## config.mk

```make
export PLATFORM = sky130hd
export DESIGN_NAME = irq_take_sel
export DESIGN_NICKNAME = d
export VERILOG_FILES = /design/src/rtl/irq_sel_pkg.sv /design/src/rtl/irq_pend_reg.sv /design/src/rtl/irq_gate.sv /design/src/rtl/irq_prio_pick.sv /design/src/rtl/irq_take_sel.sv
export SDC_FILE = /design/constraint.sdc
export NUM_CORES = 1
export LEC_CHECK = 0
export BUFFER_PORTS_ARGS = -buffer_cell sky130_fd_sc_hd__buf_2
export CAP_MARGIN = 0
export CORE_MARGIN = 3
export CORE_UTILIZATION = 35
export CTS_BUF_LIST = sky130_fd_sc_hd__clkbuf_4 sky130_fd_sc_hd__clkbuf_8
export CTS_CLUSTER_DIAMETER = 80
export DETAILED_ROUTE_END_ITERATION = 6
export GPL_ROUTABILITY_DRIVEN = 0
export MAX_ROUTING_LAYER = met4
export PLACE_DENSITY = 0.67
export SETUP_SLACK_MARGIN = 0.4
export SYNTH_ARGS = -nofsm -noshare
export SYNTH_HDL_FRONTEND = slang
export SYNTH_SLANG_ARGS = --single-unit
```

## constraint.sdc

```tcl
create_clock -name clk -period 1.7 [get_ports clk]
set_clock_uncertainty 0.1 [all_clocks]
set_input_delay 0.255 -clock clk [delete_from_list [all_inputs] [get_ports clk]]
set_output_delay 0.255 -clock clk [all_outputs]
set_load 0.02 [all_outputs]
```

## src/rtl/irq_sel_pkg.sv

```systemverilog
package irq_sel_pkg;
  localparam int NUM_SRC = 14;
  localparam int ID_W    = $clog2(NUM_SRC + 1);
  localparam logic [ID_W-1:0] ID_NONE = '1;

  localparam int SRC_RST  = 0;
  localparam int SRC_MCHK = 1;
  localparam int SRC_DBG  = 2;
  localparam int SRC_HDEC = 3;
  localparam int SRC_CEXT = 4;
  localparam int SRC_WDT  = 5;
  localparam int SRC_CDB  = 6;
  localparam int SRC_FIT  = 7;
  localparam int SRC_PIT  = 8;
  localparam int SRC_DEC  = 9;
  localparam int SRC_EXT  = 10;
  localparam int SRC_DB   = 11;
  localparam int SRC_PERF = 12;
  localparam int SRC_THRM = 13;

  typedef enum logic [2:0] {
    GATE_FREE, GATE_MCE, GATE_CE, GATE_EE, GATE_HDEC
  } gate_e;

  typedef enum logic [2:0] {
    CLR_ALWAYS, CLR_KEEP, CLR_CEXT_LVL, CLR_EXT_LVL, CLR_DEC_CFG
  } clr_e;

  function automatic gate_e gate_of(int idx);
    case (idx)
      SRC_RST, SRC_DBG:           return GATE_FREE;
      SRC_MCHK:                   return GATE_MCE;
      SRC_HDEC:                   return GATE_HDEC;
      SRC_CEXT, SRC_WDT, SRC_CDB: return GATE_CE;
      default:                    return GATE_EE;
    endcase
  endfunction

  function automatic clr_e clr_of(int idx);
    case (idx)
      SRC_HDEC: return CLR_KEEP;
      SRC_CEXT: return CLR_CEXT_LVL;
      SRC_EXT:  return CLR_EXT_LVL;
      SRC_DEC:  return CLR_DEC_CFG;
      default:  return CLR_ALWAYS;
    endcase
  endfunction
endpackage

```

## src/rtl/irq_pend_reg.sv

```systemverilog
module irq_pend_reg #(
  parameter int N = 14
) (
  input  logic         clk,
  input  logic         rst_n,
  input  logic [N-1:0] set_i,
  input  logic [N-1:0] clr_i,
  input  logic [N-1:0] take_clr_i,
  output logic [N-1:0] pend_o
);
  logic [N-1:0] pend_q;
  logic [N-1:0] pend_d;

  for (genvar i = 0; i < N; i++) begin : g_bit
    assign pend_d[i] = (pend_q[i] & ~(clr_i[i] | take_clr_i[i])) | set_i[i];
  end

  always_ff @(posedge clk) begin
    if (!rst_n) pend_q <= '0;
    else        pend_q <= pend_d;
  end

  assign pend_o = pend_q;

  // a set pulse always lands in the pending register
  p_set_wins_r12: assert property (@(posedge clk) disable iff (!rst_n)
    (|set_i) |=> ((pend_q & $past(set_i)) == $past(set_i)));
endmodule

```

## src/rtl/irq_gate.sv

```systemverilog
module irq_gate
  import irq_sel_pkg::*;
#(
  parameter int N = NUM_SRC
) (
  input  logic         clk,
  input  logic         rst_n,
  input  logic [N-1:0] pend_i,
  input  logic         mce_i,
  input  logic         ce_i,
  input  logic         ee_i,
  input  logic         hv_i,
  input  logic         pr_i,
  input  logic         hdice_i,
  output logic [N-1:0] elig_o
);
  logic hdec_ok;
  assign hdec_ok = hdice_i & (ee_i | ~hv_i | pr_i);

  for (genvar i = 0; i < N; i++) begin : g_src
    localparam gate_e G = gate_of(i);
    if (G == GATE_FREE) begin : g_free
      assign elig_o[i] = pend_i[i];
    end else if (G == GATE_MCE) begin : g_mce
      assign elig_o[i] = pend_i[i] & mce_i;
    end else if (G == GATE_CE) begin : g_ce
      assign elig_o[i] = pend_i[i] & ce_i;
    end else if (G == GATE_HDEC) begin : g_hdec
      assign elig_o[i] = pend_i[i] & hdec_ok;
    end else begin : g_ee
      assign elig_o[i] = pend_i[i] & ee_i;
    end
  end

  // machine check never eligible with its enable low
  p_mce_gate_r5: assert property (@(posedge clk) disable iff (!rst_n)
    elig_o[SRC_MCHK] |-> mce_i);
  // thermal never eligible with external enable low
  p_ee_gate_r7: assert property (@(posedge clk) disable iff (!rst_n)
    elig_o[SRC_THRM] |-> ee_i);
  // hypervisor decrementer needs its enable bit
  p_hdec_gate_r8: assert property (@(posedge clk) disable iff (!rst_n)
    elig_o[SRC_HDEC] |-> hdice_i);
endmodule

```

## src/rtl/irq_prio_pick.sv

```systemverilog
module irq_prio_pick #(
  parameter int N    = 14,
  parameter int ID_W = 4
) (
  input  logic            clk,
  input  logic            rst_n,
  input  logic [N-1:0]    elig_i,
  output logic [N-1:0]    grant_o,
  output logic [ID_W-1:0] id_o,
  output logic            any_o
);
  always_comb begin
    grant_o = '0;
    id_o    = '1;
    for (int i = N - 1; i >= 0; i--) begin
      if (elig_i[i]) begin
        grant_o = '0;
        grant_o[i] = 1'b1;
        id_o = ID_W'(i);
      end
    end
  end

  assign any_o = |elig_i;

  // a single grant, and nothing eligible above it
  p_grant_onehot_r2: assert property (@(posedge clk) disable iff (!rst_n)
    $onehot0(grant_o) && (any_o == (grant_o != '0)));
  p_grant_highest_r2: assert property (@(posedge clk) disable iff (!rst_n)
    any_o |-> ((elig_i & (grant_o - N'(1))) == '0));
endmodule

```

## src/rtl/irq_take_sel.sv

```systemverilog
module irq_take_sel
  import irq_sel_pkg::*;
(
  input  logic               clk,
  input  logic               rst_n,
  input  logic [NUM_SRC-1:0] set_i,
  input  logic [NUM_SRC-1:0] clr_i,
  input  logic               mce_i,
  input  logic               ce_i,
  input  logic               ee_i,
  input  logic               hv_i,
  input  logic               pr_i,
  input  logic               hdice_i,
  input  logic               cext_level_i,
  input  logic               ext_level_i,
  input  logic               dec_clr_i,
  input  logic               ready_i,
  output logic               take_o,
  output logic [ID_W-1:0]    take_id_o,
  output logic [NUM_SRC-1:0] take_hot_o
);
  logic [NUM_SRC-1:0] pend, elig, grant, clr_pol, take_clr;
  logic [ID_W-1:0]    pick_id;
  logic               any, take;

  irq_pend_reg #(.N(NUM_SRC)) u_pend (
    .clk(clk), .rst_n(rst_n), .set_i(set_i), .clr_i(clr_i),
    .take_clr_i(take_clr), .pend_o(pend)
  );

  irq_gate #(.N(NUM_SRC)) u_gate (
    .clk(clk), .rst_n(rst_n), .pend_i(pend), .mce_i(mce_i), .ce_i(ce_i),
    .ee_i(ee_i), .hv_i(hv_i), .pr_i(pr_i), .hdice_i(hdice_i), .elig_o(elig)
  );

  irq_prio_pick #(.N(NUM_SRC), .ID_W(ID_W)) u_pick (
    .clk(clk), .rst_n(rst_n), .elig_i(elig), .grant_o(grant),
    .id_o(pick_id), .any_o(any)
  );

  for (genvar i = 0; i < NUM_SRC; i++) begin : g_pol
    localparam clr_e C = clr_of(i);
    if (C == CLR_ALWAYS) begin : g_always
      assign clr_pol[i] = 1'b1;
    end else if (C == CLR_KEEP) begin : g_keep
      assign clr_pol[i] = 1'b0;
    end else if (C == CLR_CEXT_LVL) begin : g_cext
      assign clr_pol[i] = ~cext_level_i;
    end else if (C == CLR_EXT_LVL) begin : g_ext
      assign clr_pol[i] = ~ext_level_i;
    end else begin : g_dec
      assign clr_pol[i] = dec_clr_i;
    end
  end

  assign take     = ready_i & any;
  assign take_clr = take ? (grant & clr_pol) : '0;

  always_ff @(posedge clk) begin
    if (!rst_n) begin
      take_o     <= 1'b0;
      take_id_o  <= ID_NONE;
      take_hot_o <= '0;
    end else if (take) begin
      take_o     <= 1'b1;
      take_id_o  <= pick_id;
      take_hot_o <= grant;
    end else begin
      take_o     <= 1'b0;
      take_id_o  <= ID_NONE;
      take_hot_o <= '0;
    end
  end

  // no strobe after an edge without ready
  p_ready_r3: assert property (@(posedge clk) disable iff (!rst_n)
    !ready_i |=> !take_o);
  // idle outputs carry the none code
  p_none_r4: assert property (@(posedge clk) disable iff (!rst_n)
    !take_o |-> (take_id_o == ID_NONE && take_hot_o == '0));
  // a strobe carries exactly one hot bit
  p_hot_r2: assert property (@(posedge clk) disable iff (!rst_n)
    take_o |-> ($countones(take_hot_o) == 1));
  // taken hypervisor decrementer stays pending
  p_hd_keep_r8: assert property (@(posedge clk) disable iff (!rst_n)
    (take_o && take_id_o == ID_W'(SRC_HDEC) && !$past(clr_i[SRC_HDEC]))
      |-> pend[SRC_HDEC]);
endmodule

```

Word level (Yosys, flattened, before mapping) --
Cells that the tools add are included.
Storage, ports and cells: bits in registers 33, input port bits 40, output and inout port bits 19, word-level logic and storage cells 112
Operators by class: muxes and demuxes 30, bitwise operators 76, reduce and logical (&&, ||, !) cells 2
Operator list (count):
- $mux W14 | 15
- $mux W4 | 8
- $or A1 B1 Y1 | 30
- $and A1 B1 Y1 | 28
- $not A1 Y1 | 17
- $and A14 B14 Y14 | 1
- $reduce_or A14 Y1 | 1
- $mux W3 | 4
- $mux W2 | 2
- $reduce_and A2 Y1 | 1
- $mux W1 | 1

Logic depth before layout (Yosys ltp) --
word-level depth 21, mapped depth 6, depth with buffers taken out 5

By module --
A second synthesis with hierarchy kept.
Unflattened totals: cell total of the unflattened synthesis 172, area total of the unflattened synthesis 1615.3 um2
Modules (own cells, without submodules):
- irq_take_sel | instances 1, cells an instance 59, area an instance 680.7 um2, seq. area each 380.4 um2
- irq_pend_reg | instances 1, cells an instance 59, area an instance 551.8 um2, seq. area each 280.3 um2
- irq_prio_pick | instances 1, cells an instance 39, area an instance 276.5 um2, seq. area each 0.0 um2
- irq_gate | instances 1, cells an instance 15, area an instance 106.4 um2, seq. area each 0.0 um2

Worst setup path before layout --
No wires, ideal clock.
kind register to register, from register u_pend.pend_q[9] (netlist: u_pend.pend_o[9]), to register u_pend.pend_q[2] (netlist: u_pend.pend_o[2]), setup time 0.058 ns, arrival 1.662 ns, data required time 1.542 ns, slack -0.120 ns, stages on the path, launching flop included 6, path buffers 0, period minus slack after synthesis 1.820 ns, cell sequence dfxtp_1 nor4_4 a21oi_2 or3_1 a311oi_1 o21a_1
Between the ends: longest elaborated chain between the ends 17, elaborated cells on any way between the ends 19, those cells by class mux (11); bitwise (7); reduce/logical (1)
Ends and longest elaborated chain:
- from (decl) | RTL line irq_pend_reg.sv:11 | logic [N-1:0] pend_q;
- from (signal assigned) | RTL line irq_pend_reg.sv:20 | else pend_q <= pend_d;
- $and A1 B1 Y1 * | RTL line irq_gate.sv:31 | assign elig_o[i] = pend_i[i] & ee_i;
- $mux W14 (10 in a row) | RTL line irq_prio_pick.sv:16 | if (elig_i[i]) begin
- $and A14 B14 Y14 | RTL line irq_take_sel.sv:57 | assign take_clr = take ? (grant & clr_pol) : '0;
- $mux W14 * | RTL line irq_take_sel.sv:57
- $or A1 B1 Y1 * | RTL line irq_pend_reg.sv:15 | assign pend_d[i] = (pend_q[i] & ~(clr_i[i] | take_clr_i[i])) | set_i[i];
- $not A1 Y1 * | RTL line irq_pend_reg.sv:15
- $and A1 B1 Y1 * | RTL line irq_pend_reg.sv:15
- $or A1 B1 Y1 * | RTL line irq_pend_reg.sv:15
Mark *: on every way between the ends. The rest lies on a longest branch, timed or not. A chain may end at the register's enable or synchronous reset.

Final worst setup path --
from register u_pend.pend_q[0] (netlist: u_pend.pend_o[0]), to register take_hot_o[13]
Between the ends: longest elaborated chain between the ends 3, elaborated cells on any way between the ends 4, those cells by class mux (1); bitwise (1); reduce/logical (2)
Ends and longest elaborated chain:
- $reduce_or A14 Y1 | RTL line irq_prio_pick.sv:24 | assign any_o = |elig_i;
- $and A1 B1 Y1 | RTL line irq_take_sel.sv:56 | assign take = ready_i & any;
- $reduce_and A2 Y1 (no source line)
- to (signal assigned) | RTL line irq_take_sel.sv:67 | take_hot_o <= grant;
- to (decl) | RTL line irq_take_sel.sv:20 | output logic [NUM_SRC-1:0] take_hot_o
Several ways; a longest one is shown, not always the timed one.

==> metrics.csv <==
metric,value,unit
layout-drive-gt1-share,57.3,%
syn_avg_cell_area,9.32,µm²
power_density,813,nW/µm²
syn-num-nets,189,
ant_nets,0,
dpl_worst_slack,-0.0973,ns
cts.sinks,33,
postSynthCellCount,149,
fin_util,60.4,%
antenna_found_initial,0,
leakagePower,0.995,nW
required,1.77,ns
final-setup-viol-count,3,
n_antenna_cell,0,
crit_fanout,6,
wire_per_inst,13.9,µm
hold_viol_final,0,
ctsHtreeMaxLevel,2,
critPathKind,reg2reg,
die_x,69.0,µm
vdd_drop_max,0.475,mV
avgViaCountPerCell,4.94,
wl,3980,µm
dp.cells,273,
die_y,69.0,µm
synthArstFlopShare,0,%
core,3740,µm²
grt_pass1_wl,6100,µm
dp_hpwl,2910,µm
drc_errors,0,
initial_utilization,37.1,%
post-route-min-period,1.72,ns
ys_ff_latch,33,
synth-edff-count,0,
layout_commonest_cell,buf_2,
netlist_area,1390,µm²
cts_made_buffers,5,
grt_pass1_vias,1402,
cts_hold_buf,0,
rows,22,
cts_tree,done,
cp-start-kind,flop,
status,"finished, violations left",
rsz0062_at_grt,yes,
finalCritPeriodShare,101,%
most-common-layout-cells,"buf_2 (58), buf_4 (27), dfxtp_1 (27)",
max_clock_freq,582,MHz
grt_max_degree,22,
synth_cell_types,37,
layout_setup_ws,-0.0176,ns
port_buffers,58,
drtIter0Drc,49,
first_pass_iters,4,
vias,1419,
io-pin-count,59,
syn2layout_area_growth,62.9,%
worst_pin_slew,0.475,ns
critical_path_arrival,1.79,ns
die_area,4760,µm²
cts_buffer_depth,2,
finalMaxSlewViolations,0,
ys.flop_type,dfxtp_1,
nNetsFinal,279,
slew_headroom,68.0,%
clkLatencyLatePin,0.27,ns
grt-ovfl-total,0,
clkTransAtPathRegs,0.06,ns
cp-end-kind,flop,
holdWs,0.0627,ns
violations,setup timing,
fin_cells,287,
yosysSeqAreaShare,47.6,%
cts-root-buf,clkbuf_8,
hold_class,in2reg,
globalRouteTotalUtil,18.0,%
ys_warn_count,0,
cap_violations,0,
[metal layers]
layer / vias to the layer above / GRT usage, % / wire (µm)
met1: 648 / 22.2 / 1870
met5: - / - / 0
met4: 0 / 4.62 / 31
met2: 48 / 29.3 / 1820
met3: 4 / 4.54 / 260
li1: 719 / - / -
[timing repair]
item,in CTS,in global routing
setup endpoints to repair,30,30
gates resized for setup,26,13
buffers inserted,3,4
pin swaps,9,7
gates cloned,0,0
[through the flow]
stage / total power, W / TNS [ns] / area [µm²]
detailed placement: 0.00117 / -0.343 / 1930
floorplan: 0.00102 / -0.156 / 1440
finish: 0.00184 / -0.0387 / 2260
CTS: 0.00182 / -0.00393 / 2170
global route: 0.00192 / -0.617 / 2260
global placement: 0.00117 / -0.138 / 1930
[synthesized netlist by cell type (2+ instances only)]
library cell	instances	area [µm²]
a211oi_1	3	22.5
a21oi_1	2	10.0
a311oi_1	5	43.8
and3_1	5	31.3
and4_1	3	26.3
clkbuf_1	4	15.0
dfxtp_1	33	661
inv_1	8	30.0
nand2_1	15	56.3
nand3_1	2	10.0
nor2_1	11	41.3
nor2b_1	3	18.8
nor3_1	8	40.0
nor3b_1	4	30.0
nor4_1	3	18.8
o211ai_1	2	15.0
o21a_1	12	90.1
o21ai_1	4	20.0
o31ai_1	4	30.0
[critical path, cell delays in order (launching register included)]
cell,delay [ns]
dfxtp_1,0.34
a211oi_4,0.31
o21ai_4,0.14
o311ai_4,0.40
inv_2,0.14
and3_4,0.17
[flip-flops by register name, indices dropped and copies added, names as in the netlist]
register and flops:
take_hot_o 14, u_pend.pend_o 14, take_id_o 4, take_o 1
[worst paths after layout]
path	startpoint	endpoint	slack, ns	cells past startpoint
worst min register to register	u_pend.pend_o[6]$_SDFF_PN0_	u_pend.pend_o[6]$_SDFF_PN0_	0.41	2
worst max register to register	u_pend.pend_o[0]$_SDFF_PN0_	take_hot_o[13]$_SDFF_PN0_	-0.02	5
worst min-delay path	clr_i[4]	u_pend.pend_o[4]$_SDFF_PN0_	0.06	2
worst max-delay path	u_pend.pend_o[0]$_SDFF_PN0_	take_hot_o[13]$_SDFF_PN0_	-0.02	5
[cell type report]
class / instances / area [µm²]
Timing Repair Buffer: 88 / 527
Sequential cell: 33 / 668
Fill cell: 326 / 1480
Multi-Input combinational cell: 102 / 883
Clock buffer: 7 / 90.1
Inverter: 9 / 33.8
Tap cell: 48 / 60.1
[power breakdown]
part | switching (W) | internal [W]
Combinational | 0.000214 | 0.000192
Clock | 0.000261 | 0.000337
Sequential | 0.0000258 | 0.000810
[cells by family (layout without fill, tap and decap cells)]
logic type / count (synthesis) / in the layout / share of synthesized area (%)
buffers and inverters: 14 / 104 / 3.87
and+or+nand+nor: 64 / 64 / 26.4
AOI/OAI and AO/OA: 38 / 38 / 22.2
DFF: 33 / 33 / 47.6
No activity file was read; power rests on OpenSTA's default activity.
